==> config.mk <==
export PLATFORM = sky130hd
export DESIGN_NAME = rng_evt_regs
export DESIGN_NICKNAME = d
export VERILOG_FILES = /design/src/rtl/rng_evt_pkg.sv /design/src/rtl/rng_sat_cnt.sv /design/src/rtl/rng_evt_sticky.sv /design/src/rtl/rng_corr_monitor.sv /design/src/rtl/rng_evt_regs.sv
export SDC_FILE = /design/constraint.sdc
export NUM_CORES = 1
export LEC_CHECK = 0
export BUFFER_PORTS_ARGS = -buffer_cell sky130_fd_sc_hd__clkbuf_2
export CAP_MARGIN = 20
export CORE_ASPECT_RATIO = 0.9
export CORE_UTILIZATION = 39
export DETAILED_ROUTE_END_ITERATION = 10
export GPL_TIMING_DRIVEN = 0
export PLACE_DENSITY_LB_ADDON = 0.2
export SYNTH_ARGS = -nofsm -noshare
export SYNTH_HDL_FRONTEND = slang
export SYNTH_SLANG_ARGS = --single-unit
==> constraint.sdc <==
create_clock -name clk -period 3.3 [get_ports clk]
set_input_delay 0.33 -clock clk [delete_from_list [all_inputs] [get_ports clk]]
set_output_delay 0.33 -clock clk [all_outputs]
set_load 0.03 [all_outputs]
==> src/rtl/rng_evt_pkg.sv <==
package rng_evt_pkg;
  localparam int NUM_SRC  = 4;
  localparam int ADDR_W   = 3;

  // status / mask bit positions
  localparam int BIT_DONE = 0;
  localparam int BIT_CORR = 1;
  localparam int BIT_CONT = 2;
  localparam int BIT_BAL  = 3;

  // bits software may clear through the clear register
  localparam logic [NUM_SRC-1:0] SW_CLEARABLE = 4'b1101;

  localparam logic [ADDR_W-1:0] A_MASK  = 3'd0;
  localparam logic [ADDR_W-1:0] A_STAT  = 3'd1;
  localparam logic [ADDR_W-1:0] A_CLR   = 3'd2;
  localparam logic [ADDR_W-1:0] A_STATS = 3'd3;
  localparam logic [ADDR_W-1:0] A_SRST  = 3'd4;
endpackage

==> src/rtl/rng_sat_cnt.sv <==
module rng_sat_cnt #(
  parameter int W = 8
) (
  input  logic         clk,
  input  logic         rst_n,
  input  logic         clr_i,
  input  logic         inc_i,
  output logic [W-1:0] cnt_o
);
  logic [W-1:0] cnt_q;
  logic [W-1:0] cnt_d;
  logic         cnt_en;
  logic         at_max;

  assign at_max = &cnt_q;
  assign cnt_en = clr_i | (inc_i & ~at_max);

  always_comb begin
    if (clr_i) cnt_d = '0;
    else       cnt_d = cnt_q + W'(1);
  end

  always_ff @(posedge clk or negedge rst_n) begin
    if (!rst_n)      cnt_q <= '0;
    else if (cnt_en) cnt_q <= cnt_d;
  end

  assign cnt_o = cnt_q;
endmodule

==> src/rtl/rng_evt_sticky.sv <==
module rng_evt_sticky #(
  parameter int               N         = 4,
  parameter logic [N-1:0]     CLR_OK    = '1
) (
  input  logic         clk,
  input  logic         rst_n,
  input  logic         flush_i,
  input  logic [N-1:0] set_i,
  input  logic [N-1:0] sw_clr_i,
  output logic [N-1:0] status_o
);
  logic [N-1:0] st_q;
  logic [N-1:0] st_d;

  for (genvar g = 0; g < N; g++) begin : g_bit
    always_comb begin
      if (flush_i)                      st_d[g] = 1'b0;
      else if (set_i[g])                st_d[g] = 1'b1;
      else if (CLR_OK[g] && sw_clr_i[g]) st_d[g] = 1'b0;
      else                              st_d[g] = st_q[g];
    end
  end

  always_ff @(posedge clk or negedge rst_n) begin
    if (!rst_n) st_q <= '0;
    else        st_q <= st_d;
  end

  assign status_o = st_q;
endmodule

==> src/rtl/rng_corr_monitor.sv <==
module rng_corr_monitor #(
  parameter int TRY_W   = 14,
  parameter int FAIL_W  = 8,
  parameter int RUN_LEN = 4
) (
  input  logic              clk,
  input  logic              rst_n,
  input  logic              flush_i,
  input  logic              start_i,
  input  logic              fail_i,
  input  logic              pass_i,
  output logic              err_o,
  output logic [TRY_W-1:0]  try_cnt_o,
  output logic [FAIL_W-1:0] fail_cnt_o
);
  localparam int RUN_W = (RUN_LEN > 2) ? $clog2(RUN_LEN) : 1;
  localparam logic [RUN_W-1:0] RUN_TOP = RUN_W'(RUN_LEN - 1);

  logic [RUN_W-1:0] run_q;
  logic [RUN_W-1:0] run_d;
  logic             run_en;
  logic             run_full;

  assign run_full = (run_q >= RUN_TOP);
  assign run_en   = flush_i | fail_i | pass_i;

  always_comb begin
    if (flush_i || !fail_i) run_d = '0;
    else if (run_full)      run_d = RUN_TOP;
    else                    run_d = run_q + RUN_W'(1);
  end

  always_ff @(posedge clk or negedge rst_n) begin
    if (!rst_n)      run_q <= '0;
    else if (run_en) run_q <= run_d;
  end

  assign err_o = fail_i & run_full & ~flush_i;

  rng_sat_cnt #(.W(TRY_W)) u_try (
    .clk   (clk),
    .rst_n (rst_n),
    .clr_i (flush_i),
    .inc_i (start_i),
    .cnt_o (try_cnt_o)
  );

  rng_sat_cnt #(.W(FAIL_W)) u_fail (
    .clk   (clk),
    .rst_n (rst_n),
    .clr_i (flush_i),
    .inc_i (fail_i),
    .cnt_o (fail_cnt_o)
  );
endmodule

==> src/rtl/rng_evt_regs.sv <==
module rng_evt_regs
  import rng_evt_pkg::*;
#(
  parameter int DATA_W  = 32,
  parameter int TRY_W   = 14,
  parameter int FAIL_W  = 8,
  parameter int RUN_LEN = 4
) (
  input  logic              clk,
  input  logic              rst_n,
  input  logic              ev_bal_err_i,
  input  logic              ev_cont_err_i,
  input  logic              ev_collect_i,
  input  logic              corr_start_i,
  input  logic              corr_fail_i,
  input  logic              corr_pass_i,
  input  logic              reg_wr_i,
  input  logic [ADDR_W-1:0] reg_addr_i,
  input  logic [DATA_W-1:0] reg_wdata_i,
  output logic [DATA_W-1:0] reg_rdata_o,
  output logic              irq_o
);
  localparam int STATS_W = TRY_W + FAIL_W;

  logic [NUM_SRC-1:0] mask_q;
  logic [NUM_SRC-1:0] mask_d;
  logic               mask_we;
  logic               clr_we;
  logic               soft_clr;
  logic [NUM_SRC-1:0] set_vec;
  logic [NUM_SRC-1:0] sw_clr_vec;
  logic [NUM_SRC-1:0] status_q;
  logic               corr_err;
  logic [TRY_W-1:0]   try_cnt;
  logic [FAIL_W-1:0]  fail_cnt;
  logic               unused_wdata_hi;

  assign unused_wdata_hi = |reg_wdata_i[DATA_W-1:NUM_SRC];

  // write decode
  assign mask_we  = reg_wr_i && (reg_addr_i == A_MASK);
  assign clr_we   = reg_wr_i && (reg_addr_i == A_CLR);
  assign soft_clr = reg_wr_i && (reg_addr_i == A_SRST) && reg_wdata_i[0];

  // mask register
  assign mask_d = reg_wdata_i[NUM_SRC-1:0];

  always_ff @(posedge clk or negedge rst_n) begin
    if (!rst_n)       mask_q <= '1;
    else if (mask_we) mask_q <= mask_d;
  end

  // event capture
  always_comb begin
    set_vec           = '0;
    set_vec[BIT_BAL]  = ev_bal_err_i;
    set_vec[BIT_CONT] = ev_cont_err_i;
    set_vec[BIT_CORR] = corr_err;
    set_vec[BIT_DONE] = ev_collect_i;
  end

  assign sw_clr_vec = clr_we ? reg_wdata_i[NUM_SRC-1:0] : '0;

  rng_evt_sticky #(.N(NUM_SRC), .CLR_OK(SW_CLEARABLE)) u_sticky (
    .clk      (clk),
    .rst_n    (rst_n),
    .flush_i  (soft_clr),
    .set_i    (set_vec),
    .sw_clr_i (sw_clr_vec),
    .status_o (status_q)
  );

  rng_corr_monitor #(.TRY_W(TRY_W), .FAIL_W(FAIL_W), .RUN_LEN(RUN_LEN)) u_corr (
    .clk        (clk),
    .rst_n      (rst_n),
    .flush_i    (soft_clr),
    .start_i    (corr_start_i),
    .fail_i     (corr_fail_i),
    .pass_i     (corr_pass_i),
    .err_o      (corr_err),
    .try_cnt_o  (try_cnt),
    .fail_cnt_o (fail_cnt)
  );

  // interrupt
  assign irq_o = |(status_q & ~mask_q);

  // read mux
  always_comb begin
    reg_rdata_o = '0;
    case (reg_addr_i)
      A_MASK:  reg_rdata_o[NUM_SRC-1:0] = mask_q;
      A_STAT:  reg_rdata_o[NUM_SRC-1:0] = status_q;
      A_STATS: reg_rdata_o[STATS_W-1:0] = {fail_cnt, try_cnt};
      default: reg_rdata_o = '0;
    endcase
  end
endmodule

==> Flow_metrics.wiki, run 1 <==
{| class="wikitable"
! Metric !! Value
|-
| Outcome || complete, no violations
|-
| Clk sinks || 32
|-
| Row cnt || 23
|-
| Reg-to-reg setup timing slack || roughly 1.5 ns
|-
| Count of vias placed by the detailed router || about 1800
|-
| Initial antenna violation count || 0
|-
| Reg power frac || 0.496
|-
| CTS clk-pin slew, worst paths || roughly 0.07 ns
|-
| Switching power || 0.444 mW
|-
| Logic pwr share || 0.247
|-
| Switching fraction of total power || 0.364
|-
| Critical Setup Path Class || in -> out
|-
| Initial DRC Count || 62
|-
| Antenna fix cells || 0
|-
| Clk network pwr share || 0.258
|-
| Buffers and inverters on the worst path || 4
|-
| Mean instance size in the synthesized netlist || 8.61 sq um
|-
| Initial cell density of the core || 0.421
|-
| Die width || 76.3 um
|-
| Endpoint class of the critical path || output port
|-
| Final Max Slew Viols || 0
|-
| Clock period minus final worst setup slack || 2.47 ns
|-
| Largest stage delay, worst path || just over 0.4 ns
|-
| Layout overhead on the synthesized area || 20.1%
|-
| Post-route non-filler standard cell count || 341
|-
| Final net count || approximately 320
|-
| Share of the cycle needed by the critical path after routing || 0.748
|-
| Number of distinct library cells after synthesis || 41
|-
| Root buffer cell || clkbuf_8
|-
| H-tree levels || 2
|-
| Startpoint Class || primary input
|-
| Port bufs || 37
|-
| Max_cap viols || 0
|-
| GRT Total Usage || 0.186
|-
| GR Overflow Total || 0
|-
| Wire length reported by the detailed router || 4.42 mm
|-
| CTS tree || done
|-
| P per Cell Area || 524 nW/um^2
|-
| RSZ-0062 raised after global routing || no
|-
| HPWL after detailed placement || 3.27 mm
|-
| Critical path peak fanout || 10
|-
| Cell with the largest stage delay on the worst path || clkbuf_1
|-
| Total of warnings raised by yosys || 0
|-
| Number of placed I/O pins || 77
|-
| Uppermost metal layer occupied by signal nets || met4
|-
| Wire length of the first global-routing pass || between 7 and 8 mm
|-
| Max transition margin || 0.471
|-
| Post-CTS resize count || 0
|-
| Number of buffers added by the clock tree synthesis step || 5
|-
| Final antenna-violating net count || 0
|-
| WP data arrival || roughly 2.1 ns
|-
| Number of hold-slack violations in the final timing report || 0
|-
| Cell area after layout || 2330 sq um
|-
| Met2 routed WL || between 2 and 2.5 mm
|-
| Total routed wire length on the met1 layer || 2.17 mm
|-
| IR drop worst, VDD || around 0.27 mV
|-
| Longest Clk Path Bufs || 2
|-
| Detailed-routing iteration count for the pre-antenna-repair pass || 4
|-
| Lkg Pwr || ~1.1 nW
|-
| Cell area after synthesis || about 1900 sq um
|-
| Vertical die dimension || 68.9 um
|-
| Portion of the post-synthesis area used by sequential elements || 0.416
|-
| Fmax || between 400 and 500 MHz
|-
| Inst Count DP || 333
|-
| Count of hold-fix buffers inserted at cts || 0
|-
| DR DRC count || 0
|-
| Least-Margin Pin Slew || approximately 0.8 ns
|-
| Vias in the first global route || 1599
|-
| Internal Power || just under 0.8 mW
|-
| Total placed instance area || about 2200 sq um
|-
| Pin count of the biggest net entering global routing || 33
|-
| Sum of negative setup slack || 0 ns
|-
| Routed wire length per instance || 13.0 um
|-
| CP top delay family || buffers and inverters
|-
| Met3 routed WL || about 150 um
|-
| Total Die Area || 5260 sq um
|-
| Postcts setup bufs || 0
|-
| Cell count after synthesis || about 230
|-
| Share of cells above drive strength 1 || 0.247
|-
| List of cells traversed by the critical path || clkbuf_2 -> clkbuf_1 -> nand2_1 -> nor2_1 -> clkbuf_1 -> and2_1 -> clkbuf_2
|-
| Flip-flop and latch count after synthesis || 32
|-
| Gpl congestion || ~0.86
|-
| Worst path required time || between 2 and 3 ns
|-
| Core ar. || 4600 sq um
|-
| Worst hold-check path type || in -> async
|-
| Layout Skew || between 0.002 and 0.0025 ns
|-
| Setup-failing EPs final || 0
|-
| Clock latency on the worst-skew pair || roughly 0.28 ns
|-
| Number of vias per cell || around 5.2
|-
| Hold slack final || approximately 0.12 ns
|}
==> registers in the layout (all words and copies together) (netlist names) <==
| register | flops |
|---|---|
| u_corr.run_q | 2 |
| u_corr.u_try.cnt_o | 14 |
| mask_q | 4 |
| u_sticky.status_o | 4 |
| u_corr.u_fail.cnt_o | 8 |
==> cells in the mapped netlist (all sizes together) <==
library cell	number	area (sq um)
nand4	6	43.8
ha	2	25.0
and2	16	100
nor2	23	86.3
o311a	1	10.0
mux2i	5	50.1
mux2	2	22.5
o21bai	1	7.51
nor2b	1	6.26
xor2	3	26.3
or3b	1	8.76
nand2	18	67.6
and3	2	12.5
dfstp	4	105
o21ai	16	80.1
nor4bb	1	10.0
xnor2	1	8.76
clkbuf	8	30.0
buf	10	75.1
or3	8	51.3
nand3	13	75.1
a211oi	1	7.51
conb	1	3.75
and4	1	10.0
nor3	7	35.0
o221ai	1	8.76
nor3b	1	7.51
or2	1	6.26
a22oi	1	7.51
a21oi	15	75.1
o41ai	1	27.5
a31oi	5	31.3
or4	5	37.5
nor4	2	12.5
o2111ai	1	8.76
inv	9	33.8
dfrtp	28	701
o211ai	3	22.5
==> cells in the final DEF (no fill, tap or decap), types with 2 or more instances in the layout <==
| cell | n |
|---|---|
| o21ai_0 | 16 |
| or3_1 | 7 |
| nor4_1 | 2 |
| ha_1 | 2 |
| xor2_1 | 3 |
| nor2_1 | 23 |
| nand4_1 | 5 |
| clkinv_2 | 2 |
| clkbuf_8 | 6 |
| clkbuf_1 | 8 |
| nand3_2 | 2 |
| mux2i_1 | 5 |
| mux2_2 | 2 |
| o211ai_1 | 3 |
| a21oi_1 | 15 |
| nand2_1 | 18 |
| clkbuf_2 | 37 |
| dfrtp_1 | 28 |
| inv_1 | 9 |
| or4_1 | 5 |
| conb_1 | 10 |
| nand3_1 | 11 |
| dfstp_2 | 4 |
| a31oi_1 | 5 |
| and2_1 | 16 |
| and3_1 | 2 |
| buf_4 | 10 |
| nor3_1 | 7 |
==> final timing paths <==
| path | start | to | cells after the start |
|---|---|---|---|
| max in group asynchronous | rst_n | u_sticky.status_o[1] | 1 |
| min reg2reg | u_corr.u_fail.cnt_o[6] | u_corr.u_fail.cnt_o[6] | 1 |
| min | rst_n | u_corr.u_try.cnt_o[2] | 1 |
| max | reg_addr_i[0] | reg_rdata_o[15] | 7 |
| max reg2reg | u_corr.u_try.cnt_o[0] | u_corr.u_try.cnt_o[2] | 5 |
| min in group clk | reg_wdata_i[3] | mask_q[3] | 3 |
==> stage by stage <==
| stage | power (mW) | utilization | worst slack (ns) |
|---|---|---|---|
| 2_1_floorplan | 0.813 | - | 1.43 |
| 3_3_place_gp | 0.900 | 0.485 | 0.802 |
| 3_5_place_dp | 0.911 | 0.485 | 0.784 |
| 4_1_cts | 1.23 | 0.505 | 0.779 |
| 5_1_grt | 1.32 | 0.505 | 0.583 |
| 6_report | 1.22 | 0.505 | 0.832 |
==> routing by layer <==
layer	global-route usage	up-vias
li1	-	886
met1	0.240	841
met2	0.319	32
met3	0.0382	5
met4	0.0577	0
met5	0	-
==> power by group through the flow <==
stage | sequential [mW] | clock [mW] | combinational (mW)
finish | 0.604 | 0.314 | 0.301
global route | 0.622 | 0.344 | 0.349
CTS | 0.604 | 0.322 | 0.302
detailed placement | 0.610 | 0 | 0.301
global placement | 0.608 | 0 | 0.292
floorplan | 0.578 | 0 | 0.235
==> cell type report <==
class	count	area [sq um]
buffer	18	105
clock buffer	6	82.6
clock inverter	2	10.0
fill	460	2280
inverter	9	33.8
multi-input combinational	175	1030
sequential	32	806
tap	62	77.6
timing repair buffer	37	185
==> kinds of logic (layout without fill, tap and decap cells) <==
family                   after synthesis  count (layout)  share of synthesized area
AND/OR/NAND/NOR                      106             106                      0.294
AO/OA/AOI/OAI                         46              46                      0.148
flip-flops                            32              32                      0.416
buffers and inverters                 27              72                     0.0717
multiplexers                           7               7                     0.0374
XOR/XNOR                               4               4                     0.0181
adder cells (fa/ha/maj)                2               2                     0.0129
other                                  1              10                    0.00193
Power figures use the tool's default switching activity.
==> run 2: changes to the inputs <==
ABC_AREA = 1   (was not set)
clock period = 2.6 ns   (was 3.3 ns; I/O delays follow)
==> run 2 against run 1 <==
  * Non-clock buffer count decreased by 1
  * Flip-flop and latch count unchanged
  * Combinational power increased by 37%
  * Critical endpoint is now irq_o
  * Largest power group unchanged
  * Highest routed layer unchanged
==> Flow_metrics.wiki, run 2 <==
{| class="wikitable"
! Metric !! Value
|-
| Outcome || complete, no violations
|-
| Count of hold-fix buffers inserted at cts || 0
|-
| Detailed-routing iteration count for the pre-antenna-repair pass || 4
|-
| Endpoint class of the critical path || output port
|-
| Count of flip-flops with a built-in enable after synthesis || 0
|-
| Commonest non-fill, non-tap cell in the layout || nand2_1
|-
| Leading post-synthesis cells by instance count || nand2_1 (95), inv_1 (46), nor2_1 (39), nand3_1 (34), dfrtp_1 (28)
|-
| Top-area cell type share of the netlist area || 0.327
|-
| Vias in the first global route || around 1900
|-
| Die width || around 80 um
|-
| Portion of the post-synthesis area used by sequential elements || 0.376
|-
| Number of buffers added by the clock tree synthesis step || 5
|-
| Row cnt || 25
|-
| Fmax || about 600 MHz
|-
| Buffers and inverters on the worst path || 2
|-
| Flip-flop and latch count after synthesis || 32
|-
| Antenna fix cells || 0
|-
| Gpl congestion || ~0.87
|-
| GR Overflow Total || 0
|-
| Max_cap viols || 0
|-
| Area of combinational cells with multiple inputs || 1080 sq um
|-
| Final design utilization || 0.481
|-
| Reg power frac || 0.463
|-
| Port bufs || 38
|-
| Number of flip-flops under the largest register name || 14
|-
| Initial cell density of the core || 0.405
|-
| Fillers || ~550
|-
| Total of warnings raised by yosys || 0
|-
| Max transition margin || 0.454
|-
| CTS clk-pin slew, worst paths || roughly 0.070 ns
|-
| Switching fraction of total power || 0.368
|-
| Layout Skew || between 0.004 and 0.005 ns
|-
| Setup-failing EPs final || 0
|-
| RSZ-0062 raised after global routing || no
|-
| Mean instance size in the synthesized netlist || roughly 6.7 sq um
|-
| Internal Power || 0.957 mW
|-
| Storage element area || a little over 800 sq um
|-
| Number of vias per cell || around 4.7
|-
| Count of vias placed by the detailed router || a little over 2000
|-
| IR drop worst, VDD || about 0.38 mV
|-
| Clock latency on the worst-skew pair || ~0.29 ns
|-
| List of cells traversed by the critical path || inv_1 -> a221oi_1 -> nand2_1 -> clkbuf_2
|-
| Commonest cells after routing, fill and taps aside || nand2_1 (95), inv_1 (46), nor2_1 (39)
|-
| CP top delay family || flip-flops
|-
| Pin count of the biggest net entering global routing || 33
|-
| Share of the cycle needed by the critical path after routing || 0.643
|-
| Number of distinct library cells after synthesis || 29
|-
| CTS tree || done
|-
| Cell with the largest stage delay on the worst path || dfstp_2
|-
| Root buffer cell || clkbuf_8
|-
| P per Cell Area || slightly below 600 nW/um^2
|-
| Longest Clk Path Bufs || 2
|-
| Postcts setup bufs || 0
|-
| Initial DRC Count || 120
|-
| Number of placed I/O pins || 77
|-
| Routed wire length per instance || around 11 um
|-
| H-tree levels || 2
|-
| Final net count || between 400 and 500
|-
| Worst path required time || approximately 2.3 ns
|-
| Most frequently used flop master after synthesis || dfrtp_1
|-
| Worst hold-check path type || in -> async
|-
| Switching power || 0.558 mW
|-
| Cell count after synthesis || 320
|-
| Core ar. || 5290 sq um
|-
| Most numerous cell in the Yosys netlist || nand2_1
|-
| Post-CTS resize count || 0
|-
| Least-Margin Pin Slew || between 0.8 and 0.9 ns
|-
| Clk sinks || 32
|-
| Share of cells above drive strength 1 || 0.200
|-
| Final Max Slew Viols || 0
|-
| Critical path peak fanout || 2
|-
| WP data arrival || between 1 and 1.5 ns
|-
| DR DRC count || 0
|-
| Clock period minus final worst setup slack || 1.67 ns
|-
| Sum of negative setup slack || 0 ns
|-
| Lkg Pwr || between 1 and 1.5 nW
|-
| Largest stage delay, worst path || around 0.53 ns
|-
| Cell area after synthesis || roughly 2100 sq um
|-
| Clk network pwr share || 0.266
|-
| Fraction of registers with async set or reset after synthesis || 1.00
|-
| Critical Setup Path Class || reg -> out
|-
| Layout overhead on the synthesized area || 18.7%
|-
| GRT Total Usage || 0.193
|-
| HPWL after detailed placement || about 3.8 mm
|-
| Final antenna-violating net count || 0
|-
| Initial antenna violation count || 0
|-
| Wire length of the first global-routing pass || 8.53 mm
|-
| Synth area leaders || dfrtp_1 (33%), nand2_1 (17%), inv_1 (8.1%), nand3_1 (7.9%), nor2_1 (6.8%)
|-
| Logic pwr share || 0.271
|-
| Number of hold-slack violations in the final timing report || 0
|-
| Cell taking the most area after synthesis || dfrtp_1
|-
| Total Die Area || roughly 5800 sq um
|-
| Startpoint Class || flip-flop
|-
| Vertical die dimension || 72.3 um
|-
| Wire length reported by the detailed router || 4.99 mm
|}
-- run 2: cell types whose count changed in the layout (fill, tap and decap cells not counted), moves of 6 or more --
cell and change:
or3_1 -7, nor2_1 +16, nand3_1 +23, clkbuf_1 -6, and2_1 -16, a21oi_1 -10
nand2_1 +77, inv_1 +37
-- run 2: final cells by class --
| cell class | instances | share of cell area |
|---|---|---|
| plain buffers | 16 | 0.0428 |
| clock inverters | 2 | 0.00394 |
| repair buffers | 38 | 0.0748 |
| inverters | 47 | 0.0694 |
| well taps | 67 | 0.0330 |
| multi-input cells | 234 | 0.427 |
| clock buffers | 6 | 0.0325 |
| flip-flops and latches | 32 | 0.317 |
-- run 2: cells by family (layout without fill, tap and decap cells) --
logic type      count (synthesis)  after routing  synth area share
buf+inv                        63            109             0.133
fa+ha+maj                       2              2            0.0117
simple gates                  192            192             0.391
flops                          32             32             0.376
other cells                     1             10           0.00175
compound gates                 25             25            0.0654
xor+xnor                        5              5            0.0204
-- run 2: stage by stage --
| stage | cells | setup WS, ns | area [sq um] | hold slack (ns) | power, mW |
|---|---|---|---|---|---|
| floorplan | 329 | 1.15 | 2180 | -0.0356 | 1.00 |
| CTS | 442 | 0.914 | 2540 | 0.0905 | 1.53 |
| finish | 442 | 0.929 | 2540 | 0.0548 | 1.52 |
| global route | 442 | 0.832 | 2540 | 0.135 | 1.63 |
| detailed placement | 434 | 0.912 | 2450 | 0.406 | 1.12 |
| global placement | 434 | 0.931 | 2450 | 0.410 | 1.11 |
-- run 2: metal layers --
metal	vias up	part of all wire	global-route usage
met3	8	0.035	0.0377
met2	34	0.46	0.311
li1	1093	-	-
met1	925	0.49	0.255
met5	-	0	0
met4	0	0.015	0.0774
-- run 2: final timing paths --
check	start	end	slack [ns]	cells after the start
worst max-delay path	mask_q[3]	irq_o	0.93	4
worst min-delay path	rst_n	u_corr.u_try.cnt_o[10]	0.05	1
worst max register to register	u_corr.u_try.cnt_o[1]	u_corr.u_try.cnt_o[9]	0.98	9
worst min register to register	mask_q[1]	mask_q[1]	0.49	2
max in group asynchronous	rst_n	u_corr.u_fail.cnt_o[6]	2.04	1
min in group clk	reg_wdata_i[1]	mask_q[1]	0.16	3
-- run 2: power by group through the flow --
stage	logic (mW)	clock network [mW]	registers [mW]
floorplan	0.321	0	0.680
global placement	0.404	0	0.703
detailed placement	0.415	0	0.706
CTS	0.415	0.420	0.699
global route	0.470	0.440	0.718
finish	0.411	0.404	0.701
